`src/rtl/match_chain_node.sv`:
```
module match_chain_node #(
  parameter int ADDR_W = 13,
  parameter int PAGE_W = 4,
  localparam int BUS_W = PAGE_W + ADDR_W
) (
  input  logic              clk,
  input  logic              rst_n,
  input  logic              en_n,
  input  logic              cmp,
  input  logic              hit,
  input  logic              hit_multi,
  input  logic [ADDR_W-1:0] hit_addr,
  input  logic              recall,
  input  logic              bus_release,
  input  logic              oe_n,
  input  logic              is_last,
  input  logic [PAGE_W-1:0] page,
  input  logic              match_in,
  input  logic              multi_in,
  output logic              match_out,
  output logic              multi_out,
  output logic              stat_match,
  output logic              stat_multi,
  output logic              bus_drive,
  output logic [BUS_W-1:0]  bus_addr,
  output logic              sys_match,
  output logic              sys_multi
);

  logic              en_q;
  logic              pend_vld;
  logic              pend_hit;
  logic              pend_multi;
  logic [ADDR_W-1:0] pend_addr;
  logic              loc_match;
  logic              loc_multi;
  logic [ADDR_W-1:0] loc_addr;
  logic              showing;
  logic              commit;

  assign commit = en_n && !en_q && pend_vld;

  always_ff @(posedge clk) begin
    if (!rst_n) begin
      en_q       <= 1'b1;
      pend_vld   <= 1'b0;
      pend_hit   <= 1'b0;
      pend_multi <= 1'b0;
      pend_addr  <= '0;
    end else begin
      en_q <= en_n;
      if (!en_n && cmp) begin
        pend_vld   <= 1'b1;
        pend_hit   <= hit;
        pend_multi <= hit & hit_multi;
        pend_addr  <= hit_addr;
      end else if (commit) begin
        pend_vld <= 1'b0;
      end
    end
  end

  always_ff @(posedge clk) begin
    if (!rst_n) begin
      loc_match <= 1'b0;
      loc_multi <= 1'b0;
      loc_addr  <= '0;
      showing   <= 1'b0;
    end else begin
      if (commit) begin
        loc_match <= pend_hit;
        loc_multi <= pend_multi;
        loc_addr  <= pend_addr;
      end
      if (commit || recall)
        showing <= 1'b1;
      else if (bus_release)
        showing <= 1'b0;
    end
  end

  assign stat_match = loc_match;
  assign stat_multi = loc_multi;
  assign match_out  = match_in | loc_match;
  assign multi_out  = multi_in | loc_multi | (match_in & loc_match);
  assign bus_drive  = loc_match & ~match_in & ~oe_n & showing;
  assign bus_addr   = {page, loc_addr};
  assign sys_match  = is_last & match_out;
  assign sys_multi  = is_last & multi_out;

endmodule


```
`config.mk`:
```
export PLATFORM = sky130hd
export DESIGN_NAME = match_chain_node
export DESIGN_NICKNAME = d
export VERILOG_FILES = /design/src/rtl/match_chain_node.sv
export SDC_FILE = /design/constraint.sdc
export NUM_CORES = 1
export LEC_CHECK = 0
export ABC_AREA = 0
export CAP_MARGIN = 20
export CORE_MARGIN = 5
export CORE_UTILIZATION = 43
export DETAILED_ROUTE_END_ITERATION = 12
export MAX_ROUTING_LAYER = met4
export PLACE_DENSITY = 0.81
export SLEW_MARGIN = 15
export SYNTH_ARGS = -nofsm -noshare
export SYNTH_HDL_FRONTEND = slang
export SYNTH_SLANG_ARGS = --single-unit
```
`constraint.sdc`:
```
create_clock -name clk -period 1.7 [get_ports clk]
set_input_delay 0.34 -clock clk [delete_from_list [all_inputs] [get_ports clk]]
set_output_delay 0.34 -clock clk [all_outputs]
set_load 0.02 [all_outputs]
```
# After elaboration in Yosys (flattened, before gate mapping)

Index checks and enable logic that the tools add are counted.

Bits in read-only memories: 0
Memories kept: 0
Bits in latches: 0
Input port bits: 29
Register bits: 33
Bits in writable memories: 0
Word-level logic and storage cells: 33
Output and inout bits: 24

$mul: 0
$add $sub $neg: 0
Divide/modulo/power cells: 0
Reductions and logical operators: 8
Muxes and demuxes: 4
Shifts and indexed selects: 0
Equality and inequality tests: 0
Magnitude comparators: 0
Bitwise gates (word level): 12

Operator list:

| operator           | count |
|---|---|
| bitwise AND 1 bit  | 7 |
| 2-to-1 mux 1 bit   | 4 |
| nonzero test 2 bit | 2 |
| logical AND 1 bit  | 3 |
| OR 1 bit           | 3 |
| logical NOT 1 bit  | 2 |
| inverter 1 bit     | 2 |
| logical OR 1 bit   | 1 |

# Longest topological paths before layout

Gate-level depths: netlist (run 1).

Word-level depth: 5
Depth in mapped cells: 5
Mapped depth without buffers: 3

# Least setup slack after synthesis (run 1)

No wires, ideal clock.

Path type: flip-flop to output port
Start: reg loc_match, in the netlist stat_match
End: out bus_drive
Cell stages (with the launch flop): 3
Data arrival time: 1.006 ns
Required time: 1.360 ns
Slack: 0.354 ns
Buffers on the path: 0
Path through: dfxtp_1 nand2_1 nor3_1

Word-level cells in the longest chain between the ends: 3

RTL lines:

| what                           | RTL line | RTL |
|---|---|---|
| from (decl)                    | 35       | `logic loc_match;` |
| from (signal assigned)         | 71       | `loc_match <= pend_hit;` |
| bitwise AND 1 bit (3 in a row) | 86       | `assign bus_drive = loc_match & ~match_in & ~oe_n & showing;` |
| to (decl)                      | 24       | `output logic bus_drive,` |

Every way passes these cells.

# Final worst setup path (run 1)

Start: in multi_in
End: out multi_out

Word-level cells in the longest chain between the ends: 2

RTL lines:

| what                  | RTL line | RTL |
|---|---|---|
| from (decl)           | 19       | `input logic multi_in,` |
| OR 1 bit (2 in a row) | 85       | `assign multi_out = multi_in \| loc_multi \| (match_in & loc_match);` |
| to (decl)             | 21       | `output logic multi_out,` |

Every way passes these cells.

==> summary.md, run 1 <==
| Metric | Value |
|---|---|
| Final core occ | `59.6%` |
| Wire per inst | `about 11 microns` |
| Fmax | `slightly below 0.6 GHz` |
| Core area | `0.00303 sq mm` |
| PwrDens | `756 mW/mm^2` |
| Top cells by area, synth | `dfxtp_1 (49%), nand2_1 (12%), a21boi_2 (6.7%)` |
| WP data required | `approximately 1.4 ns` |
| Static leakage | `about 0.67 nW` |
| Initial antenna violation count | `0` |
| Final setup fails | `0` |
| RSZ-0062 raised after global routing | `no` |
| Minimum clock period | `between 1.5 and 2 ns` |
| Die width | `65.7 microns` |
| Synth cell count leaders | `nand2_1 (44), dfxtp_1 (33), nand3_1 (16), o21ai_0 (16), a21boi_2 (8)` |
| Layout net count | `223` |
| Critical R2R Launch | `en_q` |
| Vias per cell | `approximately 4.7` |
| N_diodes | `0` |
| Share of cells above drive strength 1 | `between 10% and 20%` |
| IO Count | `53` |
| Final hold vios | `0` |
| Post-synth EDFFs | `0` |
| Setup bufs post-CTS | `0` |
| Worst-skew pair later-pin latency | `around 0.33 ns` |
| Mean Syn Cell Area | `between 8 and 9 sq um` |
| First-pass DRT Iterations | `6` |
| Status | `finished clean` |
| Chip height | `between 60 and 70 microns` |
| All-Layer GR Usage | `between 10% and 20%` |
| Slew headroom | `76.9%` |
| Worst Setup Start Kind | `input port` |
| Mapped cell area | `approximately 0.0013 sq mm` |
| H-tree depth | `2` |
| GPL Wtd Cong | `around 0.7` |
| WS Path Type | `in2out` |
| Cts hold-fix bufs | `0` |
| Register area | `~660 sq um` |
| Yosys top cell by area | `dfxtp_1` |
| Worst Clk Skew | `approximately 0.01 ns` |
| Post-route ant nets | `0` |
| Post-Layout Cell Count | `roughly 240` |
| Initial core utilization | `44.1%` |
| End of the critical path | `multi_out` |
| Setup crit start | `multi_in` |
| TritonCTS clock tree | `yes` |
| Largest net degree at the start of global routing | `49` |
| Crit path capture type | `output pin` |
| Tcrit/Tclk final | `between 90 and 100%` |
| Sink Count | `33` |
| Share of the synthesized area in the top cell type | `about 50%` |
| DRC Markers | `0` |
| Max-Cap Viols | `0` |
| DP HPWL | `1920 microns` |
| Crit path DAT | `1.35 ns` |
| VDD IR max | `around 0.00042 V` |
| Final wirelength | `2640 microns` |
| Global-route wire length before repair | `about 4300 microns` |
| Min setup slack post-route | `0.0140 ns` |
| I/O Buffers | `44` |
| Reg2Reg Depth | `4` |
| Total global routing overflow | `0` |
| Worst slew pin tran | `between 0.3 and 0.4 ns` |
| Iteration-0 DRC Markers | `26` |
| Number of synthesized register bits | `33` |
| Root Buffer Master | `clkbuf_4` |
| Final TNS setup | `0 ns` |
| WHS | `0.462 ns` |
| Ys flop type | `dfxtp_1` |
| Worst Path Max Fanout | `2` |
| Die area | `0.00432 sq mm` |
| Area of the multi-input gates | `561 sq um` |
| Syn_nets | `about 180` |
| Most common cell in the netlist | `nand2_1` |
| TritonCTS buffer count | `5` |
| R2r setup slk | `0.71 ns` |
| Register area share after synthesis | `49.5%` |
| YS warnings | `0` |
| Async SR Flop Fraction | `0%` |
| Vias | `between 1000 and 1500` |
| Synth unique cells | `23` |
| Placed Cells | `231` |
| Rows | `20` |
| Hold crit path type | `reg2reg` |
| Pins Over Slew Limit | `0` |
| Critical R2R Capture | `loc_addr[10]` |
| Post-Synthesis Cells | `between 150 and 200` |
| Vias in the first global route | `~1000` |
| Filler Cell Count | `287` |
| Dpl ws | `-0.421 ns` |
| Clock Pin Slew Worst Setup and Hold Paths | `approximately 0.10 ns` |
| CTS max path bufs | `2` |
| Area growth, synth to finish | `35.2%` |
## report_power, final
group | switching, mW | internal (mW) | leakage (nW)
sequential | 0.0101 | 0.794 | 0.268
combinational | 0.0666 | 0.0877 | 0.372
clock | 0.249 | 0.157 | 0.0320
total | 0.325 | 1.04 | 0.672
## worst max-delay path, stage by stage
cell and delay (ns):
clkdlybuf4s50_1 0.41, a211o_1 0.27, dlygate4sd2_1 0.32
## worst min-delay path by stage
stage | from | end | slack [ns] | depth (start not counted)
2_1_floorplan | pend_multi | pend_multi | 0.43 | 2
3_3_place_gp | pend_multi | pend_multi | 0.44 | 2
3_5_place_dp | pend_addr[3] | pend_addr[3] | 0.45 | 2
4_1_cts | pend_addr[3] | pend_addr[3] | 0.46 | 2
5_1_grt | pend_addr[12] | pend_addr[12] | 0.49 | 2
6_report | pend_multi | pend_multi | 0.46 | 2
## layout make-up
type / count / area share [%]
well taps: 44 / 3.05
multi-input cells: 104 / 31.0
flip-flops and latches: 33 / 36.6
clock buffers: 6 / 2.29
clock inverters: 2 / 0.554
repair buffers: 48 / 26.1
inverters: 2 / 0.416
## routing by layer
layer / track usage, % / vias to the layer above / wire length [microns] / part of all wire [%]
met4: 9.07 / 0 / 74 / 2.8
li1: - / 580 / - / -
met3: 4.27 / 7 / 189 / 7.2
met2: 20.4 / 38 / 1270 / 48
met1: 14.8 / 496 / 1110 / 42
met5: - / - / 0 / 0
## cells in the final DEF (no fill, tap or decap), types with 2 or more instances in the layout
cell	instances
o21ai_0	16
dlygate4sd2_1	4
nand2_1	44
dfxtp_1	33
buf_4	3
buf_2	2
and2_1	2
a21boi_2	8
clkbuf_4	5
nand2_2	2
inv_1	2
a21boi_1	2
clkinv_2	2
clkdlybuf4s50_1	36
nand3_1	16
a21boi_0	7
## per-stage QoR
| step | total power [mW] | area (sq um) |
|---|---|---|
| detailed placement | 0.983 | 1770 |
| global placement | 0.978 | 1770 |
| floorplan | 0.918 | 1340 |
| finish | 1.36 | 1810 |
| global route | 1.42 | 1810 |
| CTS | 1.38 | 1800 |
## registers in the layout, summed over array words and instances (netlist names)
name	count
en_q	1
loc_addr	13
pend_addr	13
pend_hit	1
pend_multi	1
pend_vld	1
showing	1
stat_match	1
stat_multi	1
## repair_timing
action	4_1_cts	5_1_grt
endpoints found under the hold margin	0	0
resized for setup	13	2
endpoints found under the setup margin	6	2
## logic make-up (layout without fill, tap and decap cells)
kind of cell | after synthesis | in the layout | share of synthesized area [%]
flip-flops | 33 | 33 | 49.5
buffers and inverters | 17 | 58 | 8.53
AND/OR/NAND/NOR | 69 | 69 | 23.1
AO/OA/AOI/OAI | 35 | 35 | 18.8
Note: power is estimated with default switching activity, not from simulation.
==> inputs of run 2 (changes only) <==
--- a/config.mk
+++ b/config.mk
@@ -6,9 +6,10 @@
 export NUM_CORES = 1
 export LEC_CHECK = 0
 export ABC_AREA = 0
-export CAP_MARGIN = 20
+export CAP_MARGIN = 10
 export CORE_MARGIN = 5
 export CORE_UTILIZATION = 43
+export CTS_BUF_LIST = sky130_fd_sc_hd__clkbuf_4 sky130_fd_sc_hd__clkbuf_8 sky130_fd_sc_hd__clkbuf_16
 export DETAILED_ROUTE_END_ITERATION = 12
 export MAX_ROUTING_LAYER = met4
 export PLACE_DENSITY = 0.81
==> summary.md, run 2 (synthesis results as in run 1) <==
| Metric | Value |
|---|---|
| Dpl ws | `-0.421 ns (unchanged)` |
| Min setup slack post-route | `0.0140 ns (unchanged)` |
| N_diodes | `0 (unchanged)` |
| Die area | `0.00432 sq mm (unchanged)` |
| Vias per cell | `4.69 (unchanged)` |
| Worst-path cell chain | `clkdlybuf4s50_1 -> a211o_1 -> dlygate4sd2_1` |
| Clock Pin Slew Worst Setup and Hold Paths | `0.10 ns (about the same)` |
| Vias in the first global route | `1034 (unchanged)` |
| Rows | `20 (unchanged)` |
| CTS max path bufs | `2 (unchanged)` |
| Iteration-0 DRC Markers | `22 (-15%)` |
| Hold crit path type | `reg2reg` |
| Power Total | `1.38 mW (+1.2%)` |
| Area growth, synth to finish | `35.5%` |
| Final TNS setup | `0 ns (unchanged)` |
| WHS | `0.462 ns (unchanged)` |
| PwrDens | `763 mW/mm^2 (+0.98%)` |
| Tcrit/Tclk final | `99.2% (unchanged)` |
| Status | `finished clean` |
| Vias | `1121 (unchanged)` |
| Setup bufs post-CTS | `0 (unchanged)` |
| Worst Clk Skew | `0.0100 ns (unchanged)` |
| Pins Over Slew Limit | `0 (unchanged)` |
| Final setup fails | `0 (unchanged)` |
| Initial antenna violation count | `0 (unchanged)` |
| All-Layer GR Usage | `13.4% (unchanged)` |
| Layout net count | `223 (unchanged)` |
| H-tree depth | `2 (unchanged)` |
| Global-route wire length before repair | `4270 microns (unchanged)` |
| Final core occ | `59.8% (+0.12 points)` |
| WS Path Type | `in2out` |
| Largest net degree at the start of global routing | `49 (unchanged)` |
| Cts hold-fix bufs | `0 (unchanged)` |
| Initial core utilization | `44.1% (unchanged)` |
| DP HPWL | `1920 microns (unchanged)` |
| Largest stage delay, worst path | `0.41 ns (about the same)` |
| Worst path bufs/invs | `2 (unchanged)` |
| Worst Path Max Fanout | `2 (unchanged)` |
| Crit path max-delay family | `buffers and inverters` |
| Core area | `0.00303 sq mm (unchanged)` |
| Crit path capture type | `output pin` |
| Post-route ant nets | `0 (unchanged)` |
| Fmax | `0.593 GHz (unchanged)` |
| Worst slew pin tran | `0.346 ns (+0.000196 ns)` |
| TritonCTS buffer count | `5 (unchanged)` |
| Worst-skew pair later-pin latency | `0.33 ns (about the same)` |
| VDD IR max | `0.000418 V (+0.18%)` |
| Wire per inst | `11.0 microns (unchanged)` |
| Share of cells above drive strength 1 | `13.3% (+0.51 points)` |
| Die width | `65.7 microns (unchanged)` |
| Crit path DAT | `1.35 ns (about the same)` |
| Regs by FF count | `loc_addr (13), pend_addr (13)` |
| Sink Count | `33 (unchanged)` |
| Leading cell type in the layout, fill and taps excluded | `nand2_1` |
| Chip height | `65.7 microns (unchanged)` |
| Root Buffer Master | `clkbuf_4` |
| RSZ-0062 raised after global routing | `no` |
| IO Count | `53 (unchanged)` |
| Filler Cell Count | `285 (-0.70%)` |
| TritonCTS clock tree | `yes` |
| I/O Buffers | `44 (unchanged)` |
| Max-Cap Viols | `0 (unchanged)` |
| Worst Setup Start Kind | `input port` |
| WP data required | `1.36 ns (about the same)` |
| Minimum clock period | `1.69 ns (unchanged)` |
| Most frequent cells in the layout | `nand2_1 (44), clkdlybuf4s50_1 (36), dfxtp_1 (33), nand3_1 (16), o21ai_0 (16)` |
| Final wirelength | `2640 microns (unchanged)` |
| Slew headroom | `76.9% (about the same)` |
| Static leakage | `0.676 nW (+0.51%)` |
| Final hold vios | `0 (unchanged)` |
| GPL Wtd Cong | `0.695 (unchanged)` |
| First-pass DRT Iterations | `6 (unchanged)` |
| Total global routing overflow | `0 (unchanged)` |
| DRC Markers | `0 (unchanged)` |
| Worst path slowest cell | `clkdlybuf4s50_1` |
run 2: changes by cell type in the layout (fill, tap and decap cells not counted):
| cell | delta |
|---|---|
| clkbuf_1 | -1 |
| clkbuf_4 | +1 |
run 2: where the power goes:
group          total, mW  internal [mW]  leakage (nW)  switching (mW)
Clock              0.422          0.173        0.0354           0.249
Combinational      0.154         0.0877         0.372          0.0666
Sequential         0.804          0.794         0.268          0.0101
run 2: metal layers:
metal | track usage (%) | up-vias | wire (microns)
met1 | 14.8 | 496 | 1110
met5 | - | - | 0
met2 | 20.4 | 38 | 1270
li1 | - | 580 | -
met4 | 9.07 | 0 | 74
met3 | 4.27 | 7 | 189
run 2: final timing paths:
| check | startpoint | end | slack (ns) | cells past startpoint |
|---|---|---|---|---|
| max | multi_in | multi_out | 0.01 | 3 |
| min | pend_multi | pend_multi | 0.46 | 2 |
| max reg2reg | en_q | loc_addr[10] | 0.71 | 4 |
| min reg2reg | pend_multi | pend_multi | 0.46 | 2 |
run 2: repair_timing:
| item | 4_1_cts | 5_1_grt |
|---|---|---|
| gates resized for setup | 13 | 2 |
| endpoints found under the setup margin | 6 | 2 |
| cloned | 0 | 0 |
run 2: worst register-to-register path, delay by kind of cell, from the launching register on:
kind                   cells  cell delay (ns)
and+or+nand+nor            2             0.25
buffers and inverters      1             0.21
AOI/OAI and AO/OA          1             0.08
DFF                        1             0.32
run 2: metrics by stage:
stage | cells | cell area [sq um]
5_1_grt | 239 | 1810
2_1_floorplan | 154 | 1340
6_report | 239 | 1810
3_3_place_gp | 231 | 1770
3_5_place_dp | 231 | 1770
4_1_cts | 239 | 1810
run 2: final cells by class:
cell class,instances,area (sq um),area share [%]
inverter,2,7.51,0.415
tap,44,55.1,3.04
timing repair buffer,48,470,26.0
clock buffer,6,45.0,2.49
multi-input combinational,104,561,31.0
clock inverter,2,10.0,0.553
sequential,33,661,36.5
